==> config.mk <==
export PLATFORM = sky130hd
export DESIGN_NAME = ofs_trim_ctrl
export DESIGN_NICKNAME = d
export VERILOG_FILES = /design/src/rtl/ofs_trim_pkg.sv /design/src/rtl/ofs_trim_fsm.sv /design/src/rtl/ofs_trim_counter.sv /design/src/rtl/ofs_trim_hold.sv /design/src/rtl/ofs_trim_ctrl.sv
export SDC_FILE = /design/constraint.sdc
export NUM_CORES = 1
export LEC_CHECK = 0
export BUFFER_PORTS_ARGS = -buffer_cell sky130_fd_sc_hd__buf_4
export CAP_MARGIN = 20
export CELL_PAD_IN_SITES_DETAIL_PLACEMENT = 1
export CELL_PAD_IN_SITES_GLOBAL_PLACEMENT = 1
export CORE_MARGIN = 2
export CORE_UTILIZATION = 46
export CTS_CLUSTER_DIAMETER = 150
export DETAILED_ROUTE_END_ITERATION = 10
export PLACE_DENSITY = 0.84
export SLEW_MARGIN = 10
export SYNTH_ARGS = -nofsm -noshare
export SYNTH_HDL_FRONTEND = slang
export SYNTH_HIERARCHICAL = 1
export SYNTH_SLANG_ARGS = --single-unit
==> constraint.sdc <==
create_clock -name clk -period 4.23 [get_ports clk]
set_input_delay 1.0575 -clock clk [delete_from_list [all_inputs] [get_ports clk]]
set_output_delay 1.0575 -clock clk [all_outputs]
set_load 0.01 [all_outputs]
==> src/rtl/ofs_trim_pkg.sv <==
package ofs_trim_pkg;
  typedef enum logic [1:0] {
    ST_IDLE  = 2'd0,
    ST_SENSE = 2'd1,
    ST_START = 2'd2,
    ST_COUNT = 2'd3
  } cal_state_e;
endpackage

==> src/rtl/ofs_trim_fsm.sv <==
module ofs_trim_fsm
  import ofs_trim_pkg::*;
(
  input  logic       clk,
  input  logic       rst_n,
  input  logic       conv_done_i,
  input  logic       stb_ok_i,
  input  logic       flip_i,
  input  logic       at_max_i,
  output cal_state_e state_o,
  output logic       begin_o,
  output logic       ld_pol_o,
  output logic       clr_o,
  output logic       inc_o,
  output logic       fin_o,
  output logic       fin_sat_o
);
  cal_state_e st_q, st_d;

  always_comb begin
    st_d      = st_q;
    begin_o   = 1'b0;
    ld_pol_o  = 1'b0;
    clr_o     = 1'b0;
    inc_o     = 1'b0;
    fin_o     = 1'b0;
    fin_sat_o = 1'b0;
    case (st_q)
      ST_IDLE: begin
        if (conv_done_i) begin
          begin_o = 1'b1;
          st_d    = ST_SENSE;
        end
      end
      ST_SENSE: begin
        if (stb_ok_i) begin
          ld_pol_o = 1'b1;
          st_d     = ST_START;
        end
      end
      ST_START: begin
        if (stb_ok_i) begin
          clr_o = 1'b1;
          st_d  = ST_COUNT;
        end
      end
      ST_COUNT: begin
        if (stb_ok_i) begin
          if (flip_i) begin
            fin_o = 1'b1;
            st_d  = ST_IDLE;
          end else if (at_max_i) begin
            fin_o     = 1'b1;
            fin_sat_o = 1'b1;
            st_d      = ST_IDLE;
          end else begin
            inc_o = 1'b1;
          end
        end
      end
      default: st_d = ST_IDLE;
    endcase
  end

  always_ff @(posedge clk or negedge rst_n) begin
    if (!rst_n) st_q <= ST_IDLE;
    else        st_q <= st_d;
  end

  assign state_o = st_q;


  fin_leaves_idle_chk: assert property (@(posedge clk) disable iff (!rst_n)
    fin_o |=> (st_q == ST_IDLE));
endmodule

==> src/rtl/ofs_trim_counter.sv <==
module ofs_trim_counter #(
  parameter int CODE_W = 5
) (
  input  logic              clk,
  input  logic              rst_n,
  input  logic              clr_i,
  input  logic              inc_i,
  output logic [CODE_W-1:0] cnt_o,
  output logic              at_max_o
);
  localparam logic [CODE_W-1:0] CODE_MAX = {CODE_W{1'b1}};

  logic [CODE_W-1:0] cnt_q;

  always_ff @(posedge clk or negedge rst_n) begin
    if (!rst_n)                            cnt_q <= '0;
    else if (clr_i)                        cnt_q <= '0;
    else if (inc_i && (cnt_q != CODE_MAX)) cnt_q <= cnt_q + 1'b1;
  end

  assign cnt_o    = cnt_q;
  assign at_max_o = (cnt_q == CODE_MAX);


  no_wrap_chk: assert property (@(posedge clk) disable iff (!rst_n)
    (at_max_o && !clr_i) |=> at_max_o);
endmodule

==> src/rtl/ofs_trim_hold.sv <==
module ofs_trim_hold #(
  parameter int CODE_W = 5
) (
  input  logic              clk,
  input  logic              rst_n,
  input  logic              fin_i,
  input  logic              fin_sat_i,
  input  logic [CODE_W-1:0] code_i,
  input  logic              pol_i,
  output logic [CODE_W-1:0] code_o,
  output logic              pol_o,
  output logic              sat_o,
  output logic              done_o
);
  logic [CODE_W-1:0] code_q;
  logic              pol_q, sat_q, done_q;

  always_ff @(posedge clk or negedge rst_n) begin
    if (!rst_n) begin
      code_q <= '0;
      pol_q  <= 1'b0;
      sat_q  <= 1'b0;
      done_q <= 1'b0;
    end else begin
      done_q <= fin_i;
      if (fin_i) begin
        code_q <= code_i;
        pol_q  <= pol_i;
        sat_q  <= fin_sat_i;
      end
    end
  end

  assign code_o = code_q;
  assign pol_o  = pol_q;
  assign sat_o  = sat_q;
  assign done_o = done_q;


  done_single_chk: assert property (@(posedge clk) disable iff (!rst_n)
    done_o |=> !done_o);
endmodule

==> src/rtl/ofs_trim_ctrl.sv <==
module ofs_trim_ctrl
  import ofs_trim_pkg::*;
#(
  parameter int CODE_W = 5
) (
  input  logic              clk,
  input  logic              rst_n,
  input  logic              conv_done_i,
  input  logic              sample_i,
  input  logic              cal_stb_i,
  input  logic              cmp_p_i,
  input  logic              cmp_n_i,
  output logic              short_cm_o,
  output logic              pol_n_o,
  output logic [CODE_W-1:0] trim_code_o,
  output logic              trim_rst_o,
  output logic              cal_done_o,
  output logic              cal_sat_o
);
  cal_state_e        state;
  logic              begin_s, ld_pol, clr_s, inc_s, fin_s, fin_sat_s;
  logic              stb_ok, flip, at_max, busy;
  logic              run_pol_q;
  logic [CODE_W-1:0] cnt, held_code;
  logic              held_pol;

  assign stb_ok = cal_stb_i && (cmp_p_i ^ cmp_n_i);
  assign flip   = (cmp_p_i != run_pol_q);

  ofs_trim_fsm u_fsm (
    .clk        (clk),
    .rst_n      (rst_n),
    .conv_done_i(conv_done_i),
    .stb_ok_i   (stb_ok),
    .flip_i     (flip),
    .at_max_i   (at_max),
    .state_o    (state),
    .begin_o    (begin_s),
    .ld_pol_o   (ld_pol),
    .clr_o      (clr_s),
    .inc_o      (inc_s),
    .fin_o      (fin_s),
    .fin_sat_o  (fin_sat_s)
  );

  ofs_trim_counter #(.CODE_W(CODE_W)) u_cnt (
    .clk     (clk),
    .rst_n   (rst_n),
    .clr_i   (begin_s || clr_s),
    .inc_i   (inc_s),
    .cnt_o   (cnt),
    .at_max_o(at_max)
  );

  always_ff @(posedge clk or negedge rst_n) begin
    if (!rst_n)       run_pol_q <= 1'b0;
    else if (begin_s) run_pol_q <= 1'b0;
    else if (ld_pol)  run_pol_q <= cmp_p_i;
  end

  ofs_trim_hold #(.CODE_W(CODE_W)) u_hold (
    .clk      (clk),
    .rst_n    (rst_n),
    .fin_i    (fin_s),
    .fin_sat_i(fin_sat_s),
    .code_i   (cnt),
    .pol_i    (run_pol_q),
    .code_o   (held_code),
    .pol_o    (held_pol),
    .sat_o    (cal_sat_o),
    .done_o   (cal_done_o)
  );

  assign busy        = (state != ST_IDLE);
  assign short_cm_o  = busy;
  assign trim_code_o = busy ? cnt : held_code;
  assign pol_n_o     = busy ? run_pol_q : held_pol;
  assign trim_rst_o  = sample_i && !busy;


  rst_not_in_cal_chk: assert property (@(posedge clk) disable iff (!rst_n)
    short_cm_o |-> !trim_rst_o);


  idle_code_stable_chk: assert property (@(posedge clk) disable iff (!rst_n)
    (!short_cm_o && !cal_done_o) |-> ($stable(trim_code_o) && $stable(pol_n_o)));


  code_step_chk: assert property (@(posedge clk) disable iff (!rst_n)
    (short_cm_o && $past(short_cm_o) && trim_code_o != '0) |->
      (trim_code_o == $past(trim_code_o) ||
       trim_code_o == CODE_W'($past(trim_code_o) + 1'b1)));


  sat_with_done_chk: assert property (@(posedge clk) disable iff (!rst_n)
    $rose(cal_sat_o) |-> cal_done_o);


  bad_stb_ignored_chk: assert property (@(posedge clk) disable iff (!rst_n)
    (short_cm_o && cal_stb_i && (cmp_p_i == cmp_n_i)) |=>
      ($stable(trim_code_o) && $stable(pol_n_o) && short_cm_o && !cal_done_o));


  start_short_chk: assert property (@(posedge clk) disable iff (!rst_n)
    (!short_cm_o && conv_done_i) |=> short_cm_o);
endmodule

==> flow_metrics.env, run 1 <==
export IMPL_ys_top_cells_by_count="16 x sky130_fd_sc_hd__dfrtp_1, 8 x sky130_fd_sc_hd__mux2_4, 8 x sky130_fd_sc_hd__nor2_1"
export IMPL_design_final_nets=111
export IMPL_yosysMostFrequentCell="sky130_fd_sc_hd__dfrtp_1"
export IMPL_gpl_congestion=0.7266
export IMPL_critical_path_class="reg -> out"
export IMPL_largest_stage_delay_worst_path_ns=0.46
export IMPL_drt_iter0_markers=8
export IMPL_antenna_found_initial=0
export IMPL_maxCapViolations=0
export IMPL_r2r_end="u_cnt/cnt_o[3]"
export IMPL_status="finished, final reports clean"
export IMPL_timing_final_crit_period_ns=2.597
export IMPL_row_count=16
export IMPL_ant_nets=0
export IMPL_max_slew_worst_pin_slew_ns=0.8096
export IMPL_yosys_cell_types_count=27
export IMPL_startpoint="u_fsm/state_o[1]"
export IMPL_critPathCaptureType="output port"
export IMPL_mappedNetlistNets=92
export IMPL_setup_total_negative_slack_ns=0
export IMPL_placement_setup_worst_slack_ns=1.427
export IMPL_worstPathArrival_ns=1.54
export IMPL_floorplan_core_area_mm2=0.001942
export IMPL_routed_wire_length_per_instance_um=16.08
export IMPL_num_vias=652
export IMPL_finalHoldViolCount=0
export IMPL_final_setup_vio_count=0
export IMPL_min_delay_worst_endpoint="u_hold/code_o[3]"
export IMPL_cts_tree="yes"
export IMPL_fin_ws_ns=1.633
export IMPL_post_cts_resize_count=0
export IMPL_count_of_flip_flops_with_a_built_in_enable_after_synthesis=0
export IMPL_globalRoute_totalOverflow=0
export IMPL_share_of_synthesized_area_occupied_by_flip_flops_and_latches_pct=42.55
export IMPL_detail_route_vias_per_cell=5.258
export IMPL_synthesis_yosys_warnings=6
export IMPL_yosys_most_used_dff="sky130_fd_sc_hd__dfrtp_1"
export IMPL_port_buffers=16
export IMPL_critical_path_slowest_cell="sky130_fd_sc_hd__dfrtp_1"
export IMPL_synth_cell_area_um2=940.9
export IMPL_initial_core_util_pct=48.45
export IMPL_cts_buffers_inserted=3
export IMPL_path_delay_family="flip-flops"
export IMPL_leakage_uw=0.0005842
export IMPL_post_synth_top_area_cell="sky130_fd_sc_hd__dfrtp_1"
export IMPL_clkTransAtPathRegs_ns=0.10
export IMPL_final_layout_size_suffix_gt1_share_pct=39.18
export IMPL_synth_top_cell_area_share_pct=42.55
export IMPL_timing_critical_path_required_ns=3.17
export IMPL_die_height_um=49.23
export IMPL_min_path_cells=1
export IMPL_hold_path_class="reg -> reg"
export IMPL_syn_mean_instance_area_um2=11.91
export IMPL_grt_util_all_layers_pct=19.66
export IMPL_post_dp_hpwl_mm=1.497
export IMPL_cts_hold_repair_buffers=0
export IMPL_clock_sink_count=16
export IMPL_max_clock_path_buffers=2
export IMPL_gate_count_post_synth=79
export IMPL_slew_headroom_pct=45.83
export IMPL_worstSkewPairLatency_ns=0.29
export IMPL_rsz0062_at_grt="no"
export IMPL_vdd_ir_drop_max_mv=0.3108
export IMPL_cts_post_setup_buffers_inserted=0
export IMPL_grt_max_degree=17
export IMPL_worst_r2r_cell_count=7
export IMPL_route_final_wire_length_mm=1.994
export IMPL_antenna_fix_cells=0
export IMPL_drt_drc_violations_left=0
export IMPL_crit_fanout=8
export IMPL_achievable_frequency_ghz=0.3851
export IMPL_cp_buffers_inverters=1
export IMPL_cts_root_buffer_cell="sky130_fd_sc_hd__clkbuf_4"
export IMPL_global_route_wire_length_before_repair_mm=3.588
export IMPL_syn2layout_area_growth_pct=18.48
export IMPL_io_pins=17
export IMPL_die_area_mm2=0.002423
export IMPL_power_density_mw_per_mm2=542.3
export IMPL_path_cells="nor2_4 > mux2_2 > buf_4"
export IMPL_synth_ff_latch_count=16
export IMPL_hold_path_startpoint="u_hold/code_o[3]"
export IMPL_detail_route_first_pass_iterations=3
export IMPL_ctsHtreeMaxLevel=1
export IMPL_post_layout_total_power_uw=604.6
export IMPL_die_w_um=49.23
export IMPL_layout_worst_path_cycle_share_pct=61.39
export IMPL_clock_skew_ns=0.001925
export IMPL_critical_path_startpoint_type="flop"
export IMPL_reg2reg_setup_slack_ns=2.00
export IMPL_via_count_of_the_first_global_routing_pass=804
export IMPL_netlist_top_cells_area="sky130_fd_sc_hd__dfrtp_1 43%, sky130_fd_sc_hd__mux2_4 13%, sky130_fd_sc_hd__ha_1 8.0%"
export IMPL_finalMaxSlewViolations=0
export IMPL_postSynth_asyncResetShare_pct=100.0
export IMPL_timing_rr_start="u_cnt/cnt_o[0]"
==> per-stage QoR <==
step	util [%]	hold WS [ns]	cells	cell area (um2)
2_1_floorplan	-	0.4762	79	940.9
3_3_place_gp	55.54	0.4917	120	1079
3_5_place_dp	55.54	0.4961	120	1079
4_1_cts	57.41	0.5275	124	1115
5_1_grt	57.41	0.5493	124	1115
6_report	57.41	0.5184	124	1115
==> state kept, by name, indices dropped and copies added, names as in the netlist <==
register	count
u_hold/code_o	5
run_pol_q	1
u_hold/sat_o	1
u_hold/done_o	1
u_cnt/cnt_o	5
u_fsm/state_o	2
u_hold/pol_o	1
==> layout make-up <==
type,count,area (um2)
clock buffer,4,36.28
fill,218,827.0
inverter,4,15.01
multi-input combinational,57,509.2
sequential,16,400.4
tap,27,33.78
timing repair buffer,16,120.1
==> kinds of logic after synthesis <==
| family | Yosys count | share of synthesized area [%] |
|---|---|---|
| multiplexers | 17 | 23.14 |
| adder cells (fa/ha/maj) | 6 | 7.979 |
| buffers and inverters | 6 | 3.323 |
| XOR/XNOR | 4 | 3.723 |
| AND/OR/NAND/NOR | 25 | 15.03 |
| flip-flops | 16 | 42.55 |
| AO/OA/AOI/OAI | 5 | 4.254 |
==> worst max-delay path by stage <==
stage                             to  slack, ns  depth (start not counted)
floorplan             u_cnt/cnt_o[3]       1.84                          8
global placement        u_hold/pol_o       1.50                          6
detailed placement  u_hold/code_o[1]       1.43                          6
CTS                   trim_code_o[1]       1.61                          3
global route          u_cnt/cnt_o[3]       1.54                          8
finish                trim_code_o[1]       1.63                          3
==> routing by layer <==
metal	routed length, um	vias to the layer above	track usage (%)
met5	0	-	0
met3	79	9	4.294
met2	972	18	33.78
met4	84	0	12.86
li1	-	306	-
met1	858	319	21.61
==> power breakdown <==
group | internal, uW | switching [uW] | leakage, uW
combinational | 143 | 133 | 0.000347
clock | 52.5 | 51.4 | 0.0000210
sequential | 186 | 38.5 | 0.000217
==> cells in the final DEF, fill, tap and decap left out <==
cell | Yosys | final
sky130_fd_sc_hd__inv_1 | 4 | 4
sky130_fd_sc_hd__or2_2 | 1 | 1
sky130_fd_sc_hd__buf_4 | 0 | 16
sky130_fd_sc_hd__mux2_4 | 8 | 8
sky130_fd_sc_hd__o221ai_2 | 1 | 1
sky130_fd_sc_hd__and2_1 | 4 | 4
sky130_fd_sc_hd__nand3_1 | 1 | 1
sky130_fd_sc_hd__nor3_1 | 2 | 2
sky130_fd_sc_hd__clkbuf_4 | 0 | 3
sky130_fd_sc_hd__mux2i_1 | 3 | 3
sky130_fd_sc_hd__or3_1 | 1 | 1
sky130_fd_sc_hd__nand2b_1 | 1 | 1
sky130_fd_sc_hd__nor3b_1 | 1 | 1
sky130_fd_sc_hd__or3b_1 | 1 | 1
sky130_fd_sc_hd__ha_1 | 6 | 6
sky130_fd_sc_hd__xor2_1 | 4 | 4
sky130_fd_sc_hd__o21ai_0 | 1 | 1
sky130_fd_sc_hd__nor2_4 | 1 | 1
sky130_fd_sc_hd__and2_2 | 1 | 1
sky130_fd_sc_hd__o211a_1 | 1 | 1
sky130_fd_sc_hd__and3_1 | 1 | 1
sky130_fd_sc_hd__nor2_1 | 8 | 8
sky130_fd_sc_hd__mux2_2 | 6 | 6
sky130_fd_sc_hd__a21oi_1 | 2 | 2
sky130_fd_sc_hd__nand3b_1 | 1 | 1
sky130_fd_sc_hd__dfrtp_1 | 16 | 16
sky130_fd_sc_hd__nand2_1 | 1 | 1
sky130_fd_sc_hd__clkbuf_8 | 0 | 1
No activity file was read; power rests on OpenSTA's default activity.
==> inputs of run 2 (changes only) <==
- CORE_UTILIZATION: 46 -> 38
- PLACE_DENSITY: 0.84 -> 0.75
- clock period: 4.23 -> 2.2 ns (I/O delays scaled with it)
==> run 2 against run 1 <==
Against the previous run:
- combinational power increased by 100%
- first-iteration DRC count decreased by 88%
- register-to-register slack got worse by 1.8 ns
- count of clock-buffer cells in the layout unchanged
- hold slack got worse by 0.41 ns
- critical path type unchanged
- critical endpoint unchanged
- largest power group unchanged
==> flow_metrics.env, run 2 (synthesis gave the netlist of run 1 again) <==
export IMPL_status="finished, final reports clean"
export IMPL_crit_fanout=8
export IMPL_floorplan_core_area_mm2=0.002410
export IMPL_die_height_um=53.76
export IMPL_final_setup_vio_count=0
export IMPL_maxCapViolations=0
export IMPL_antenna_found_initial=0
export IMPL_post_dp_hpwl_mm=1.518
export IMPL_port_buffers=16
export IMPL_row_count=18
export IMPL_num_vias=665
export IMPL_syn2layout_area_growth_pct=22.87
export IMPL_clock_skew_ns=0.003308
export IMPL_drt_iter0_markers=1
export IMPL_critical_path_class="reg -> out"
export IMPL_leakage_uw=0.0006100
export IMPL_reg2reg_setup_slack_ns=0.16
export IMPL_design_final_nets=116
export IMPL_cts_hold_repair_buffers=0
export IMPL_worstSkewPairLatency_ns=0.28
export IMPL_worst_r2r_cell_count=7
export IMPL_critPathCaptureType="output port"
export IMPL_placed_area_mm2=0.001120
export IMPL_global_route_wire_length_before_repair_mm=3.111
export IMPL_rsz0062_at_grt="no"
export IMPL_cts_tree="yes"
export IMPL_r2r_end="u_cnt/cnt_o[3]"
export IMPL_critical_path_startpoint_type="flop"
export IMPL_power_density_mw_per_mm2=1011
export IMPL_worstPathArrival_ns=1.53
export IMPL_slew_headroom_pct=79.69
export IMPL_final_layout_size_suffix_gt1_share_pct=42.16
export IMPL_max_slew_worst_pin_slew_ns=0.3023
export IMPL_route_final_wire_length_mm=1.945
export IMPL_drt_drc_violations_left=0
export IMPL_globalRoute_totalOverflow=0
export IMPL_clock_sink_count=16
export IMPL_timing_critical_path_required_ns=1.65
export IMPL_antenna_fix_cells=0
export IMPL_hold_path_class="in -> async"
export IMPL_die_area_mm2=0.002890
export IMPL_cts_post_setup_buffers_inserted=0
export IMPL_clkTransAtPathRegs_ns=0.09
export IMPL_startpoint="u_fsm/state_o[1]"
export IMPL_grt_util_all_layers_pct=15.80
export IMPL_finalHoldViolCount=0
export IMPL_io_pins=17
export IMPL_routed_wire_length_per_instance_um=14.73
export IMPL_via_count_of_the_first_global_routing_pass=685
export IMPL_final_instance_area_mm2=0.001156
export IMPL_post_cts_resize_count=0
export IMPL_vdd_ir_drop_max_mv=0.4955
export IMPL_max_clock_path_buffers=2
export IMPL_setup_total_negative_slack_ns=0
export IMPL_cts_buffers_inserted=3
export IMPL_ant_nets=0
export IMPL_grt_max_degree=17
export IMPL_detail_route_vias_per_cell=5.038
export IMPL_finalMaxSlewViolations=0
export IMPL_gpl_congestion=0.7303
export IMPL_layout_worst_path_cycle_share_pct=94.43
export IMPL_initial_core_util_pct=39.04
export IMPL_ctsHtreeMaxLevel=1
export IMPL_timing_rr_start="u_cnt/cnt_o[0]"
export IMPL_layout_common_cells="21 x sky130_fd_sc_hd__buf_4, 16 x sky130_fd_sc_hd__dfrtp_1, 8 x sky130_fd_sc_hd__nor2_1, 8 x sky130_fd_sc_hd__mux2_4"
export IMPL_timing_final_crit_period_ns=2.077
export IMPL_detail_route_first_pass_iterations=2
export IMPL_cts_root_buffer_cell="sky130_fd_sc_hd__clkbuf_4"
export IMPL_achievable_frequency_ghz=0.4814
export IMPL_critical_path_endpoint="trim_code_o[1]"
export IMPL_most_common_library_cell_in_the_layout_ignoring_fill_and_taps="sky130_fd_sc_hd__buf_4"
export IMPL_die_w_um=53.76
-- run 2: changes by cell type in the layout (fill, tap and decap cells not counted), sizes merged --
cell and delta:
buf +5
-- run 2: worst min path at each step --
| stage | cells past startpoint | endpoint |
|---|---|---|
| after global routing | 1 | u_hold/code_o[3] |
| after CTS | 1 | u_hold/code_o[3] |
| after detailed placement | 1 | u_hold/code_o[3] |
| after floorplan | 0 | run_pol_q |
| after global placement | 1 | u_hold/code_o[3] |
| final | 1 | u_hold/code_o[3] |
-- run 2: cell type report --
class / instances / area, um2
fillers: 260 / 1254
multi-input cells: 57 / 509.2
flip-flops and latches: 16 / 400.4
repair buffers: 21 / 157.7
well taps: 30 / 37.54
clock buffers: 4 / 36.28
inverters: 4 / 15.01
-- run 2: worst max-delay path: stages (launching register included) --
cell	delay, ns
sky130_fd_sc_hd__dfrtp_1	0.46
sky130_fd_sc_hd__nor2_4	0.26
sky130_fd_sc_hd__mux2_2	0.38
sky130_fd_sc_hd__buf_4	0.14
-- run 2: stage by stage --
step | utilization (%) | hold slack, ns | cells | setup WS [ns] | power [uW]
after floorplan | - | 0.2544 | 79 | 0.2531 | 802.0
after global placement | 46.47 | 0.4175 | 128 | 0.2468 | 961.7
after detailed placement | 46.47 | 0.4186 | 128 | 0.1535 | 993.5
after CTS | 47.98 | 0.09864 | 132 | 0.09118 | 1191
after global routing | 47.98 | 0.09939 | 132 | 0.04673 | 1265
final | 47.98 | 0.1037 | 132 | 0.1225 | 1169
-- run 2: power by group --
group | internal, uW | switching (uW)
registers | 357 | 64.0
logic | 293 | 265
clock network | 101 | 88.4
-- run 2: metal layers --
metal  up-vias  GRT usage, %  routed length, um
met2        14         28.05               1030
met1       328         17.74                810
met4         0         5.128                 34
li1        319             -                  -
met5         -             0                  0
met3         4         5.000                 70
